==> src/rtl/tax_pkg.sv <==
package tax_pkg;
  typedef enum logic [1:0] {
    TM_LINEAR = 2'd0,
    TM_XMAJ   = 2'd1,
    TM_YMAJ   = 2'd2,
    TM_FTILE  = 2'd3
  } tile_mode_e;

  // exchange bits 2 and 3 of the subtile index (self-inverse)
  function automatic logic [5:0] sub_perm(input logic [5:0] s);
    return {s[5:4], s[2], s[3], s[1:0]};
  endfunction

  // bit to fold into address bit 6 for a given swizzle code
  function automatic logic swz_term(input logic [2:0] code, input logic b9,
                                    input logic b10, input logic b11);
    case (code)
      3'd1:    return b9;
      3'd2:    return b9 ^ b10;
      3'd3:    return b9 ^ b11;
      3'd4:    return b9 ^ b10 ^ b11;
      default: return 1'b0;
    endcase
  endfunction
endpackage

==> src/rtl/tax_decode.sv <==
module tax_decode
  import tax_pkg::*;
#(
  parameter int CW = 16,
  parameter int SW = 16,
  parameter int OW = 32
) (
  input  logic          clk,
  input  logic          rst_n,
  input  logic          en,
  input  logic          in_valid,
  input  logic [CW-1:0] in_x,
  input  logic [CW-1:0] in_y,
  input  logic [SW-1:0] in_stride,
  input  logic [1:0]    in_mode,
  input  logic [2:0]    in_swz,
  output logic          s1_valid,
  output logic [CW-1:0] s1_major,
  output logic [2:0]    s1_shift,
  output logic [SW-1:0] s1_stride,
  output logic [OW-1:0] s1_addend,
  output logic [1:0]    s1_mode,
  output logic [2:0]    s1_swz,
  output logic          s1_err
);
  localparam int XBW = CW + 2;

  logic [XBW-1:0] xb;
  logic [CW-1:0]  major;
  logic [2:0]     shift;
  logic [OW-1:0]  addend;
  logic           err;
  logic [5:0]     sub_idx;
  tile_mode_e     mode;

  assign xb      = {in_x, 2'b00};
  assign mode    = tile_mode_e'(in_mode);
  assign sub_idx = {in_y[4:2], xb[6:4]};

  always_comb begin
    major  = in_y;
    shift  = 3'd0;
    addend = OW'(xb);
    err    = |in_stride[1:0];
    case (mode)
      TM_XMAJ: begin
        major  = in_y >> 3;
        shift  = 3'd3;
        addend = OW'({in_y[2:0], 9'd0}) + OW'({xb[XBW-1:9], 12'd0})
               + OW'(xb[8:0]);
        err    = |in_stride[8:0];
      end
      TM_YMAJ: begin
        major  = in_y >> 5;
        shift  = 3'd5;
        addend = OW'({in_y[4:0], 4'd0}) + OW'({xb[XBW-1:4], 9'd0})
               + OW'(xb[3:0]);
        err    = |in_stride[6:0];
      end
      TM_FTILE: begin
        major  = in_y >> 5;
        shift  = 3'd5;
        addend = OW'({xb[XBW-1:7], 12'd0}) + OW'({sub_perm(sub_idx), 6'd0})
               + OW'({in_y[1:0], 4'd0}) + OW'(xb[3:0]);
        err    = |in_stride[6:0];
      end
      default: ;
    endcase
  end

  always_ff @(posedge clk or negedge rst_n) begin
    if (!rst_n) begin
      s1_valid  <= 1'b0;
      s1_major  <= '0;
      s1_shift  <= '0;
      s1_stride <= '0;
      s1_addend <= '0;
      s1_mode   <= '0;
      s1_swz    <= '0;
      s1_err    <= 1'b0;
    end else if (en) begin
      s1_valid  <= in_valid;
      s1_major  <= major;
      s1_shift  <= shift;
      s1_stride <= in_stride;
      s1_addend <= addend;
      s1_mode   <= in_mode;
      s1_swz    <= in_swz;
      s1_err    <= err;
    end
  end
endmodule

==> src/rtl/tax_muladd.sv <==
module tax_muladd #(
  parameter int CW = 16,
  parameter int SW = 16,
  parameter int OW = 32
) (
  input  logic          clk,
  input  logic          rst_n,
  input  logic          en,
  input  logic          s1_valid,
  input  logic [CW-1:0] s1_major,
  input  logic [2:0]    s1_shift,
  input  logic [SW-1:0] s1_stride,
  input  logic [OW-1:0] s1_addend,
  input  logic [1:0]    s1_mode,
  input  logic [2:0]    s1_swz,
  input  logic          s1_err,
  output logic          s2_valid,
  output logic [OW-1:0] s2_off,
  output logic [1:0]    s2_mode,
  output logic [2:0]    s2_swz,
  output logic          s2_err
);
  logic [OW-1:0] prod;
  logic [OW-1:0] row_base;

  assign prod     = OW'(s1_major) * OW'(s1_stride);
  assign row_base = prod << s1_shift;

  always_ff @(posedge clk or negedge rst_n) begin
    if (!rst_n) begin
      s2_valid <= 1'b0;
      s2_off   <= '0;
      s2_mode  <= '0;
      s2_swz   <= '0;
      s2_err   <= 1'b0;
    end else if (en) begin
      s2_valid <= s1_valid;
      s2_off   <= row_base + s1_addend;
      s2_mode  <= s1_mode;
      s2_swz   <= s1_swz;
      s2_err   <= s1_err;
    end
  end
endmodule

==> src/rtl/tax_swizzle.sv <==
module tax_swizzle
  import tax_pkg::*;
#(
  parameter int OW     = 32,
  parameter bit SWZ_EN = 1'b1
) (
  input  logic          clk,
  input  logic          rst_n,
  input  logic          en,
  input  logic          s2_valid,
  input  logic [OW-1:0] s2_off,
  input  logic [1:0]    s2_mode,
  input  logic [2:0]    s2_swz,
  input  logic          s2_err,
  output logic          out_valid,
  output logic [OW-1:0] out_offset,
  output logic          out_err
);
  logic [OW-1:0] swz_off;

  generate
    if (SWZ_EN) begin : g_swz
      logic apply;
      logic flip;
      assign apply = (tile_mode_e'(s2_mode) == TM_XMAJ) ||
                     (tile_mode_e'(s2_mode) == TM_YMAJ);
      assign flip  = apply & swz_term(s2_swz, s2_off[9], s2_off[10], s2_off[11]);
      assign swz_off = {s2_off[OW-1:7], s2_off[6] ^ flip, s2_off[5:0]};
    end else begin : g_noswz
      logic [2:0] unused_swz;
      logic [1:0] unused_mode;
      assign unused_swz  = s2_swz;
      assign unused_mode = s2_mode;
      assign swz_off     = s2_off;
    end
  endgenerate

  always_ff @(posedge clk or negedge rst_n) begin
    if (!rst_n) begin
      out_valid  <= 1'b0;
      out_offset <= '0;
      out_err    <= 1'b0;
    end else if (en) begin
      out_valid  <= s2_valid;
      out_offset <= swz_off;
      out_err    <= s2_err;
    end
  end
endmodule

==> src/rtl/tile_addr_xlate.sv <==
module tile_addr_xlate #(
  parameter int CW = 16,
  parameter int SW = 16,
  parameter int OW = 32
) (
  input  logic          clk,
  input  logic          rst_n,
  input  logic          in_valid,
  output logic          in_ready,
  input  logic [CW-1:0] in_x,
  input  logic [CW-1:0] in_y,
  input  logic [SW-1:0] in_stride,
  input  logic [1:0]    in_mode,
  input  logic [2:0]    in_swz,
  output logic          out_valid,
  input  logic          out_ready,
  output logic [OW-1:0] out_offset,
  output logic          out_err
);
  logic          en;
  logic          s1_valid, s1_err, s2_valid, s2_err;
  logic [CW-1:0] s1_major;
  logic [2:0]    s1_shift, s1_swz, s2_swz;
  logic [SW-1:0] s1_stride;
  logic [OW-1:0] s1_addend, s2_off;
  logic [1:0]    s1_mode, s2_mode;

  // whole pipe advances unless a result is waiting on a stalled consumer
  assign en       = !out_valid || out_ready;
  assign in_ready = en;

  tax_decode #(.CW(CW), .SW(SW), .OW(OW)) u_dec (
    .clk, .rst_n, .en, .in_valid, .in_x, .in_y, .in_stride, .in_mode, .in_swz,
    .s1_valid, .s1_major, .s1_shift, .s1_stride, .s1_addend, .s1_mode,
    .s1_swz, .s1_err
  );

  tax_muladd #(.CW(CW), .SW(SW), .OW(OW)) u_mac (
    .clk, .rst_n, .en, .s1_valid, .s1_major, .s1_shift, .s1_stride,
    .s1_addend, .s1_mode, .s1_swz, .s1_err,
    .s2_valid, .s2_off, .s2_mode, .s2_swz, .s2_err
  );

  tax_swizzle #(.OW(OW), .SWZ_EN(1'b1)) u_swz (
    .clk, .rst_n, .en, .s2_valid, .s2_off, .s2_mode, .s2_swz, .s2_err,
    .out_valid, .out_offset, .out_err
  );
endmodule

==> config.mk <==
export PLATFORM = sky130hd
export DESIGN_NAME = tile_addr_xlate
export DESIGN_NICKNAME = d
export VERILOG_FILES = /design/src/rtl/tax_pkg.sv /design/src/rtl/tax_decode.sv /design/src/rtl/tax_muladd.sv /design/src/rtl/tax_swizzle.sv /design/src/rtl/tile_addr_xlate.sv
export SDC_FILE = /design/constraint.sdc
export NUM_CORES = 1
export LEC_CHECK = 0
export ABC_AREA = 1
export BUFFER_PORTS_ARGS = -buffer_cell sky130_fd_sc_hd__clkbuf_2
export CORE_AREA = 4 4 197 275
export DETAILED_ROUTE_END_ITERATION = 8
export DIE_AREA = 0 0 201 279
export GPL_TIMING_DRIVEN = 1
export SLEW_MARGIN = 10
export SYNTH_ARGS = -nofsm -noshare
export SYNTH_HDL_FRONTEND = slang
export SYNTH_SLANG_ARGS = --single-unit
==> constraint.sdc <==
create_clock -name clk -period 8.45 [get_ports clk]
set_input_delay 0.4225 -clock clk [delete_from_list [all_inputs] [get_ports clk]]
set_output_delay 0.4225 -clock clk [all_outputs]
set_load 0.05 [all_outputs]
==> key figures <==
Yosys
  • Post-synth EDFFs: 0
  • Dominant cell type by area after synthesis: fa_1
  • Synth Warn #: 0
  • Post-synth ARST share: 100%
  • Area contributors post-synth: fa_1 (22%), dfrtp_1 (20%), nand2_1 (17%)
  • Most frequent cell after synthesis: nand2_1
  • Synth Cell Area: 0.0174 mm^2
  • Post-Syn Instances: 2418
  • Post-synthesis cell type count: 45
  • Syn Area/Cell: 7.19 um^2
  • Yosys reg bits: 136
  • Post-synth top cells: nand2_1 (798), inv_1 (520), fa_1 (195), dfrtp_1 (136), ha_1 (127)
  • Mapped Nets: 2797
  • Post-synth top area share: 22.5%
  • Post-synth top flop: dfrtp_1
  • Sequential share of the synthesized area: 19.6%

Global routing
  • GRT Total Usage: 18.6%
  • First-pass GRT wire length: 83500 um
  • Vias in the first global route: 15900
  • Largest net degree at the start of global routing: 174
  • Total gr overflow: 0
  • Antenna violations before repair: 0

STA
  • PnR worst setup slack: 0.583 ns
  • Setup tns final: 0 ns
  • Endpoints failing hold: 0
  • RSZ-0062 raised after global routing: false
  • Worst-margin pin slew: 0.998 ns
  • Final setup fails: 0
  • Skew final: 0.0168 ns
  • Final Critical Period: 7.87 ns
  • FMAX: 127 MHz
  • Fin crit share: 93.1%
  • Slew margin rel.: 33.5%
  • Slew Viols, Final: 0

Critical path
  • CP max stage cell: dfrtp_1
  • Startpoint class of the critical path: flip-flop
  • Top Family by Delay on Critical Path: adder cells
  • Critical path peak fanout: 13
  • Slowest stage delay, CP: 0.73 ns
  • WP data required: 8.75 ns
  • CP Launch Point: u_dec.s1_stride[7]
  • Critical path capture point type: flip-flop
  • CP Class: reg2reg
  • Worst R2R Start: u_dec.s1_stride[7]
  • Most frequent CP cell: inv_1
  • Critical Path AT: 8.16 ns
  • CP Buf/Inv Count: 7

Status
  • Status: complete, no violations

Layout
  • Final #Nets: 2831
  • Area delta synth->final: 9.94%
  • Final core utilization: 36.8%
  • # diodes: 0
  • Layout cells sized above 1: 9.90%

Clocking
  • Setup Fix Bufs, Post-CTS: 0
  • Root Driver: clkbuf_16
  • Clock Path Buffers: 2
  • CTS buffer count: 17
  • Worst skew pair latency: 0.44 ns
  • H-tree Lvls: 4
  • CTS tree: yes
  • # clock sinks: 136
  • Clock Pin Slew Worst Setup and Hold Paths: 0.08 ns

Route
  • DR vias: 14900
  • Residual DRC: 0
  • TritonRoute pass-1 iters: 5
  • Number of vias per cell: 4.78
  • Post-DRT Antenna Nets: 0
  • First DRT Iteration DRCs: 845
  • Detailed Route WL: 51800 um
  • Wire per inst: 16.6 um

Die
  • Top-level I/O count: 92
  • Die ar.: 0.0561 mm^2
  • Die X: 201 um
  • DIE HEIGHT: 279 um
  • Placeable core area: 0.0519 mm^2
  • Initial core utilization: 33.5%
  • Cell Rows: 99

Placed design
  • Gpl congestion: 0.944
  • DPL Wire Length: 43200 um
  • IO buf count: 91
  • DP Worst Slack: 0.477 ns

Min path
  • Min-Delay Path Class: in2reg
  • Hold Crit Start: in_valid

Job
  • Max-cap violations: 0
==> cells by family after synthesis <==
group,after synthesis,share of synthesized area [%]
AO/OA/AOI/OAI,228,7.15
buffers and inverters,646,14.1
adder cells (fa/ha/maj),322,31.6
XOR/XNOR,37,1.86
multiplexers,10,0.576
flip-flops,136,19.6
AND/OR/NAND/NOR,1039,25.2
==> layer usage <==
metal / vias up / GRT usage [%] / wire (um)
li1: 7280 / - / -
met1: 7165 / 21.4 / 20300
met2: 351 / 34.9 / 27300
met3: 117 / 1.75 / 1640
met4: 0 / 8.33 / 2570
met5: - / 0 / 0
==> stage by stage <==
| step | std cells | hold slack [ns] | instance area, um^2 |
|---|---|---|---|
| floorplan | 2418 | 0.127 | 17400 |
| global placement | 3088 | 0.427 | 18500 |
| detailed placement | 3088 | 0.438 | 18500 |
| CTS | 3121 | 0.170 | 19100 |
| global route | 3121 | 0.197 | 19100 |
| finish | 3121 | 0.181 | 19100 |
==> worst paths after layout <==
path                            slack (ns)  cells after the start               end
worst max register to register        0.58                     34  u_mac.s2_off[25]
min in group asynchronous             0.52                      2    u_mac.s2_valid
worst max-delay path                  0.58                     34  u_mac.s2_off[25]
worst min-delay path                  0.18                      3    u_dec.s1_valid
max in group asynchronous             6.52                      3  u_mac.s2_off[20]
worst min register to register        0.46                      2   u_swz.out_valid
==> area by class of cell <==
class | instances | area (um^2)
fill | 5481 | 32800
inverter | 530 | 1990
clock inverter | 14 | 129
timing repair buffer | 131 | 777
tap | 656 | 821
clock buffer | 18 | 439
multi-input combinational | 1636 | 11500
sequential | 136 | 3410
==> placed cells by master, fill, tap and decap left out, types with 11 or more instances in the layout <==
cell and instances:
a21oi_1 63, nor2_1 56, nand2_2 24, nand3_1 104, xor2_1 24, dfrtp_1 130
nor2_2 11, ha_1 127, nand3_2 16, inv_1 520, buf_4 38, clkbuf_16 17
clkbuf_2 90, fa_1 195, xnor2_1 13, o21ai_0 112, o22ai_1 23, nand2_1 798
==> flip-flops by register name, summed over array words and instances, names as in the netlist <==
signal and flops:
u_mac.s2_mode 2, u_mac.s2_off 32, u_swz.out_offset 32, u_dec.s1_mode 2
u_mac.s2_swz 3, u_dec.s1_stride 16, u_dec.s1_valid 1, u_swz.out_valid 1
u_dec.s1_err 1, u_mac.s2_valid 1, u_dec.s1_swz 3, u_swz.out_err 1
u_mac.s2_err 1, u_dec.s1_addend 21, u_dec.s1_major 16, u_dec.s1_shift 3
==> tightest hold or removal path, stage by stage <==
cell	delay, ns
clkbuf_2	0.08
nand2_1	0.04
nand2_1	0.05
==> what timing repair did <==
action,4_1_cts,5_1_grt
endpoints found under the setup margin,0,6
resized for setup,0,6
endpoints found under the hold margin,36,0
hold buffers,1,0
Power is not shown: default switching activity piles up to over one toggle a cycle in this logic, so the estimate is an artifact.
